`src/rtl/tt_pkg.sv`:
```
package tt_pkg;
    localparam int DW     = 8;
    localparam int PRE_W  = 8;
    localparam int RATE_W = $clog2(PRE_W);
    localparam int AW     = 2;

    localparam logic [AW-1:0] A_TMR = 2'd0;
    localparam logic [AW-1:0] A_CFG = 2'd1;
    localparam logic [AW-1:0] A_FLG = 2'd2;

    typedef struct packed {
        logic [DW-RATE_W-4:0] spare;
        logic                 src;
        logic                 asg;
        logic                 edge_fall;
        logic [RATE_W-1:0]    rate;
    } cfg_t;
endpackage

```
`src/rtl/tt_sync_edge.sv`:
```
module tt_sync_edge (
    input  logic clk,
    input  logic rst_n,
    input  logic din,
    input  logic fall_sel,
    output logic pulse
);
    typedef struct packed {
        logic s1;
        logic s2;
        logic s3;
    } sy_t;

    sy_t sy_q, sy_d;

    always_comb begin
        sy_d.s1 = din;
        sy_d.s2 = sy_q.s1;
        sy_d.s3 = sy_q.s2;
    end

    always_ff @(posedge clk or negedge rst_n) begin
        if (!rst_n) sy_q <= '0;
        else        sy_q <= sy_d;
    end

    assign pulse = fall_sel ? (sy_q.s3 & ~sy_q.s2) : (sy_q.s2 & ~sy_q.s3);
endmodule

```
`src/rtl/tt_prescaler.sv`:
```
module tt_prescaler #(
    parameter int PW = 8,
    parameter int SW = $clog2(PW)
) (
    input  logic          clk,
    input  logic          rst_n,
    input  logic          clr,
    input  logic          adv,
    input  logic [SW-1:0] sel,
    output logic          term
);
    logic [PW-1:0] cnt_q, cnt_d;
    logic [PW-1:0] mask;

    // Bits at or below the selected tap take part in terminal detection.
    for (genvar i = 0; i < PW; i++) begin : g_mask
        assign mask[i] = ({1'b0, sel} >= (SW+1)'(i));
    end

    always_comb begin
        cnt_d = cnt_q;
        if (clr)      cnt_d = '0;
        else if (adv) cnt_d = cnt_q + PW'(1);
    end

    always_ff @(posedge clk or negedge rst_n) begin
        if (!rst_n) cnt_q <= '0;
        else        cnt_q <= cnt_d;
    end

    // High when the next advance carries out of the selected tap.
    assign term = &(cnt_q | ~mask);
endmodule

```
`src/rtl/tick_timer.sv`:
```
module tick_timer
    import tt_pkg::*;
(
    input  logic          clk,
    input  logic          rst_n,
    input  logic          cyc_tick,
    input  logic          ext_in,
    input  logic          wr_en,
    input  logic [AW-1:0] addr,
    input  logic [DW-1:0] wdata,
    output logic [DW-1:0] rdata,
    output logic          wdt_tick
);
    typedef struct packed {
        logic [DW-1:0] tmr;
        logic          flag;
        cfg_t          cfg;
        logic          wdt;
    } st_t;

    st_t st_q, st_d;

    logic          ext_pulse, src_tick, pre_adv, term, inc, ovf;
    logic          wr_tmr, wr_cfg, wr_flg;
    logic [DW-1:0] tmr_q;
    logic          flag_q, asg_q;

    assign tmr_q  = st_q.tmr;
    assign flag_q = st_q.flag;
    assign asg_q  = st_q.cfg.asg;

    assign wr_tmr = wr_en && (addr == A_TMR);
    assign wr_cfg = wr_en && (addr == A_CFG);
    assign wr_flg = wr_en && (addr == A_FLG);

    tt_sync_edge u_sync (
        .clk      (clk),
        .rst_n    (rst_n),
        .din      (ext_in),
        .fall_sel (st_q.cfg.edge_fall),
        .pulse    (ext_pulse)
    );

    assign src_tick = st_q.cfg.src ? ext_pulse : cyc_tick;
    assign pre_adv  = st_q.cfg.asg ? cyc_tick : src_tick;
    assign inc      = st_q.cfg.asg ? src_tick : (src_tick & term);
    assign ovf      = inc && !wr_tmr && (st_q.tmr == {DW{1'b1}});

    tt_prescaler #(.PW(PRE_W), .SW(RATE_W)) u_pre (
        .clk   (clk),
        .rst_n (rst_n),
        .clr   (wr_tmr),
        .adv   (pre_adv),
        .sel   (st_q.cfg.rate),
        .term  (term)
    );

    always_comb begin
        st_d = st_q;
        if (wr_tmr)   st_d.tmr = wdata;
        else if (inc) st_d.tmr = st_q.tmr + DW'(1);
        if (wr_cfg)   st_d.cfg = cfg_t'(wdata);
        if (wr_flg)   st_d.flag = ovf | wdata[0];
        else          st_d.flag = ovf | st_q.flag;
        st_d.wdt = st_q.cfg.asg & cyc_tick & term;
    end

    always_ff @(posedge clk or negedge rst_n) begin
        if (!rst_n) st_q <= '{tmr: '0, flag: 1'b0, cfg: cfg_t'('1), wdt: 1'b0};
        else        st_q <= st_d;
    end

    always_comb begin
        case (addr)
            A_TMR:   rdata = st_q.tmr;
            A_CFG:   rdata = st_q.cfg;
            A_FLG:   rdata = {{(DW-1){1'b0}}, st_q.flag};
            default: rdata = '0;
        endcase
    end

    assign wdt_tick = st_q.wdt;
endmodule

```
`config.mk`:
```
export PLATFORM = sky130hd
export DESIGN_NAME = tick_timer
export DESIGN_NICKNAME = d
export VERILOG_FILES = /design/src/rtl/tt_pkg.sv /design/src/rtl/tt_sync_edge.sv /design/src/rtl/tt_prescaler.sv /design/src/rtl/tick_timer.sv
export SDC_FILE = /design/constraint.sdc
export NUM_CORES = 1
export LEC_CHECK = 0
export ABC_AREA = 1
export BUFFER_PORTS_ARGS = -buffer_cell sky130_fd_sc_hd__buf_2
export CAP_MARGIN = 40
export CORE_MARGIN = 2
export CORE_UTILIZATION = 45
export DETAILED_ROUTE_END_ITERATION = 10
export PLACE_DENSITY = 0.71
export SYNTH_ARGS = -nofsm -noshare
export SYNTH_HDL_FRONTEND = slang
export SYNTH_HIERARCHICAL = 1
export SYNTH_SLANG_ARGS = --single-unit
```
`constraint.sdc`:
```
create_clock -name clk -period 3.3 [get_ports clk]
set_input_delay 0.66 -clock clk [delete_from_list [all_inputs] [get_ports clk]]
set_output_delay 0.66 -clock clk [all_outputs]
set_load 0.01 [all_outputs]
```
# After elaboration in Yosys (flattened, before gate mapping)
# Index checks and enable logic that the tools add are counted.
[word_totals] latch_bits=0 ramBits=0 mem_bits_ro=0 wordCells=55 reg_bits=29 output_inout_bits=9 memories=0
[op_classes] eq_ne=3 mul=0 n_bitwise=11 magnitude_cmp=7 n_addsub=2 shifts=0 mux=10 div=0 reduce_logical=10
[ops] cell="two-way mux 8 bit" n=4
[ops] cell="case mux 8 bit (3 select lines)" n=1
[ops] cell="adder 8 x 1 -> 8 bit, second input constant" n=2
[ops] cell="greater-or-equal comparator 3 bit, second input constant" n=4
[ops] cell="== test 8 bit, second input constant" n=1
[ops] cell="inverter 8 bit" n=1
[ops] cell="OR 8 bit" n=1
[ops] cell="AND reduction 8 bit" n=1
[ops] cell="greater-or-equal comparator 3 x 2 -> 1 bit, second input constant" n=2
[ops] cell="AND 1 bit" n=5
[ops] cell="logical AND 1 bit" n=5
[ops] cell="two-way mux 1 bit" n=5
[ops] cell="nonzero test 2 bit" n=2
[ops] cell="greater-or-equal comparator 3 x 1 -> 1 bit, second input constant" n=1
[ops] cell="== test 2 x 1 -> 1 bit, second input constant" n=1
[ops] cell="== test 2 bit, second input constant" n=1
[ops] cell="logical NOT 2 bit" n=1
[ops] cell="inverter 1 bit" n=2
[ops] cell="OR 1 bit" n=2
[ops] cell="logical NOT 1 bit" n=1

# Longest topological paths before layout
[depth] ltp_word=10 mapped_depth=13 ltp_nobuf=13

# Hierarchy
# The synthesis kept the hierarchy.
[modules_own_cells] module="tick_timer" area_per_inst_um2=1131.1 cells_each=151 n_inst=1
[modules_own_cells] module="tt_prescaler" area_per_inst_um2=485.5 cells_each=69 n_inst=1
[modules_own_cells] module="tt_sync_edge" area_per_inst_um2=100.1 cells_each=9 n_inst=1

# Worst setup path after synthesis
# No wires, ideal clock.
[synth_path] path_type="input to output" startpoint="input port addr[1]" endpoint="output port rdata[3]" path_buffers=0 stages=3 required_ns=2.640 path_slack_ns=1.408 t_arrival_ns=1.232 cell_sequence="nor2_4 > inv_1 > o21ai_0"
[synth_via] elab_chain_cells=2 elab_cells_between_ends=4 classes_between="eq/ne (2); mux (1); reduce/logical (1)"
[synth_lines] item="start, declared" line_no="tick_timer.sv:9" text="input logic [AW-1:0] addr,"
[synth_lines] item="== test 2 bit (tied with other cells)" line_no="tick_timer.sv:74" text="case (addr)"
[synth_lines] item="case mux 8 bit (3 select lines) (*)" line_no="tick_timer.sv:74"
[synth_lines] item="end, declared" line_no="tick_timer.sv:11" text="output logic [DW-1:0] rdata,"
# Mark *: on every way between the ends. The rest lies on a longest branch, timed or not.

# Worst setup path in the final report
[layout_path] startpoint="input port addr[1]" endpoint="output port rdata[0]"
# Same word-level chain as after synthesis.

==> flow_summary_export.csv <==
group,metric,value,unit
timing,final.setup_skew,2.37,ps
die,start_util,0.469,
logic_synthesis,synthCells,229,
logic_synthesis,syn-num-nets,246,
timing,fmax,466,MHz
drt,drtIter0Drc,87,
logic_synthesis,yosysWarnings,6,
clocking,cts_max_level,2,
clocking,clockRootBuffer,"clkbuf_8",
drt,first_pass_iters,4,
logic_synthesis,synth_cell_types,31,
cells_and_area,postLayoutCoreUtil,0.535,
cells_and_area,finalNetCount,273,
clocking,cts_resized,0,
worst_setup_path,arrival,1480,ps
die,core_area,3660,µm²
worst_setup_path,r2r_cells,11,
cells_and_area,area_growth,14.1,%
global_route,grt_pass1_vias,1281,
hold_path,hp-class,"reg -> reg",
timing,finalSetupViolations,0,
run_status,status,"finished clean",
cells_and_area,diodes,0,
drt,final_antenna_net_count,0,
place,io_buffers,23,
place,gp_congestion,0.916,
drt,wire_per_inst,11.5,µm
clocking,max-clock-path-buffers,2,
timing,slew_headroom,0.571,
clocking,cts_tree,"built",
global_route,grt_pass1_wl,6.19,mm
timing,rsz0062_at_grt,"false",
drt,vias,1514,
clocking,cts-hold-fix-buffers,0,
drt,routed_wl,3.50,mm
worst_setup_path,cp_slowest_cell,"nor2_4",
clocking,clk_pin_slew,60,ps
worst_setup_path,critPathMaxStageDelay,200,ps
global_route,grt_start_max_net_pins,30,
drt,routed_via_density,4.96,
logic_synthesis,ys_seq_area_frac,0.429,
worst_setup_path,reg2reg_to,"tmr_q[6]$_DFFE_PN0P_",
logic_synthesis,ys_ff_latch,29,
die,die_area,4330,µm²
global_route,antenna_found_initial,0,
worst_setup_path,required,2640,ps
timing,final.setup.tns,0,ps
worst_setup_path,crit_top_cell,"buf_2",
clocking,clk_latency,280,ps
logic_synthesis,syn_area,1720,µm²
cells_and_area,drive_gt1_frac,0.222,
hold_path,min_path_cells,0,
power,vdd_drop_max,351,µV
worst_setup_path,path_class,"in -> out",
die,die_h,65.8,µm
die,ios,24,
logic_synthesis,syn_area_per_cell,7.50,µm²
logic_synthesis,synthArstFlopShare,1.00,
hold_path,worstHoldEndpoint,"u_sync/sy_d[0]$_DFF_PN0_",
clocking,cts_buffers,5,
die,fp-row-count,22,
worst_setup_path,end_kind,"output port",
die,fp.dieW,65.8,µm
timing,tightest_slew,644,ps
clocking,post_cts_buffers,0,
worst_setup_path,cp-start-kind,"input port",
hold_path,min_from,"u_sync/sy_d[1]$_DFF_PN0_",
timing,fin_crit,2140,ps
flow_run,max-cap-violations,0,
power,p_leak,1.03,nW
logic_synthesis,yosys_most_used_dff,"dfrtp_1",
worst_setup_path,critPathMaxFanout,6,
timing,hold_slack,349,ps
worst_setup_path,r2r_slack,1620,ps
global_route,grtUsageTotal,0.190,
global_route,overflow,0,
timing,post-route-period-util,0.650,
worst_setup_path,rr_startpoint,"u_pre/cnt_q[3]$_DFFE_PN0P_",
drt,drc,0,
timing,finalHoldViolCount,0,
timing,slew_violations,0,
clocking,cts_sinks,29,
power,power-per-cell-area,627,nW/µm²
worst_setup_path,cp_cell_sequence,"buf_2 -> nor2_4 -> inv_1 -> o211ai_1 -> buf_2",
place,post-dp-hpwl,2.60,mm
logic_synthesis,synth_edf_count,0,
## per-layer routing
metal | wire length, µm | global-route usage | up-vias
met5 | 0 | 0 | -
met4 | 50 | 0.0625 | 0
met3 | 280 | 0.0514 | 6
met2 | 1470 | 0.274 | 48
met1 | 1700 | 0.274 | 674
li1 | - | - | 786
## power by group
| group | leakage, nW | total [W] | internal, W | switching (W) |
|---|---|---|---|---|
| clock network | 0.0542 | 0.000321 | 0.000188 | 0.000133 |
| registers | 0.352 | 0.000552 | 0.000457 | 0.0000958 |
| logic | 0.621 | 0.000356 | 0.000138 | 0.000217 |
## how the worst max path moves through the flow
stage,start,end,slack [ps],cells past startpoint
2_1_floorplan,addr[1],rdata[3],1410,3
3_5_place_dp,addr[1],rdata[0],1160,5
4_1_cts,addr[1],rdata[0],1150,5
5_1_grt,addr[1],rdata[0],1060,5
3_3_place_gp,addr[1],rdata[0],1150,5
6_report,addr[1],rdata[0],1160,5
## worst max-delay path, delay by kind of cell
kind                   cells  cell delay (ps)
and+or+nand+nor            1              200
buffers and inverters      3              440
AOI/OAI and AO/OA          1              180
## final cells by class
class | count | area (µm²)
Clock buffer | 7 | 96.3
Clock inverter | 1 | 5.00
Fill cell | 380 | 1700
Inverter | 38 | 148
Multi-Input combinational cell | 159 | 800
Sequential cell | 29 | 736
Tap cell | 48 | 60.1
Timing Repair Buffer | 23 | 115
## synthesized netlist by cell type (3+ instances only)
cell type / number / area share
dfrtp_1: 21 / 0.31
o21ai_0: 10 / 0.029
nand2_1: 66 / 0.14
nor2_2: 3 / 0.011
nand2_2: 3 / 0.011
dfstp_2: 8 / 0.12
nor2_1: 14 / 0.031
inv_2: 4 / 0.0087
nand3_1: 33 / 0.096
a21oi_1: 7 / 0.020
inv_1: 33 / 0.072
## metrics by stage
| stage | total power (W) | cell area (µm²) | std cells | setup WS (ps) |
|---|---|---|---|---|
| after detailed placement | 0.000914 | 1860 | 297 | 1160 |
| after CTS | 0.00124 | 1960 | 305 | 1150 |
| after global routing | 0.00134 | 1960 | 305 | 1060 |
| after floorplan | 0.000811 | 1720 | 229 | 1410 |
| after global placement | 0.000907 | 1860 | 297 | 1150 |
| final | 0.00123 | 1960 | 305 | 1160 |
## registers in the layout, summed over array words and instances (netlist names)
name,cells
tmr_q,8
u_pre/cnt_q,8
st_q,7
u_sync/sy_d,2
asg_q,1
flag_q,1
u_sync/sy_q,1
wdt_tick,1
## cells in the final DEF (no fill, tap or decap), types with 2 or more instances in the layout
master	netlist	routed
buf_2	0	23
nand2_1	66	66
dfrtp_1	21	21
clkbuf_8	0	7
inv_2	4	4
inv_1	33	33
nor2_4	2	2
o21ai_0	10	10
nor2_2	3	3
a22o_1	2	2
nand4_1	2	2
dfstp_2	8	8
ha_1	2	2
nand2_2	3	3
nor2_1	14	14
o21ai_1	2	2
nand3_1	33	33
a21oi_2	2	2
a21oi_1	7	7
o22ai_1	2	2
## logic make-up (layout without fill, tap and decap cells)
group / count (synthesis) / in the layout / synth area share
flip-flops: 29 / 29 / 0.429
XOR/XNOR: 1 / 1 / 0.00510
AO/OA/AOI/OAI: 29 / 29 / 0.0999
adder cells (fa/ha/maj): 2 / 2 / 0.0146
buffers and inverters: 41 / 69 / 0.106
AND/OR/NAND/NOR: 127 / 127 / 0.346
Power figures use the tool's default switching activity.
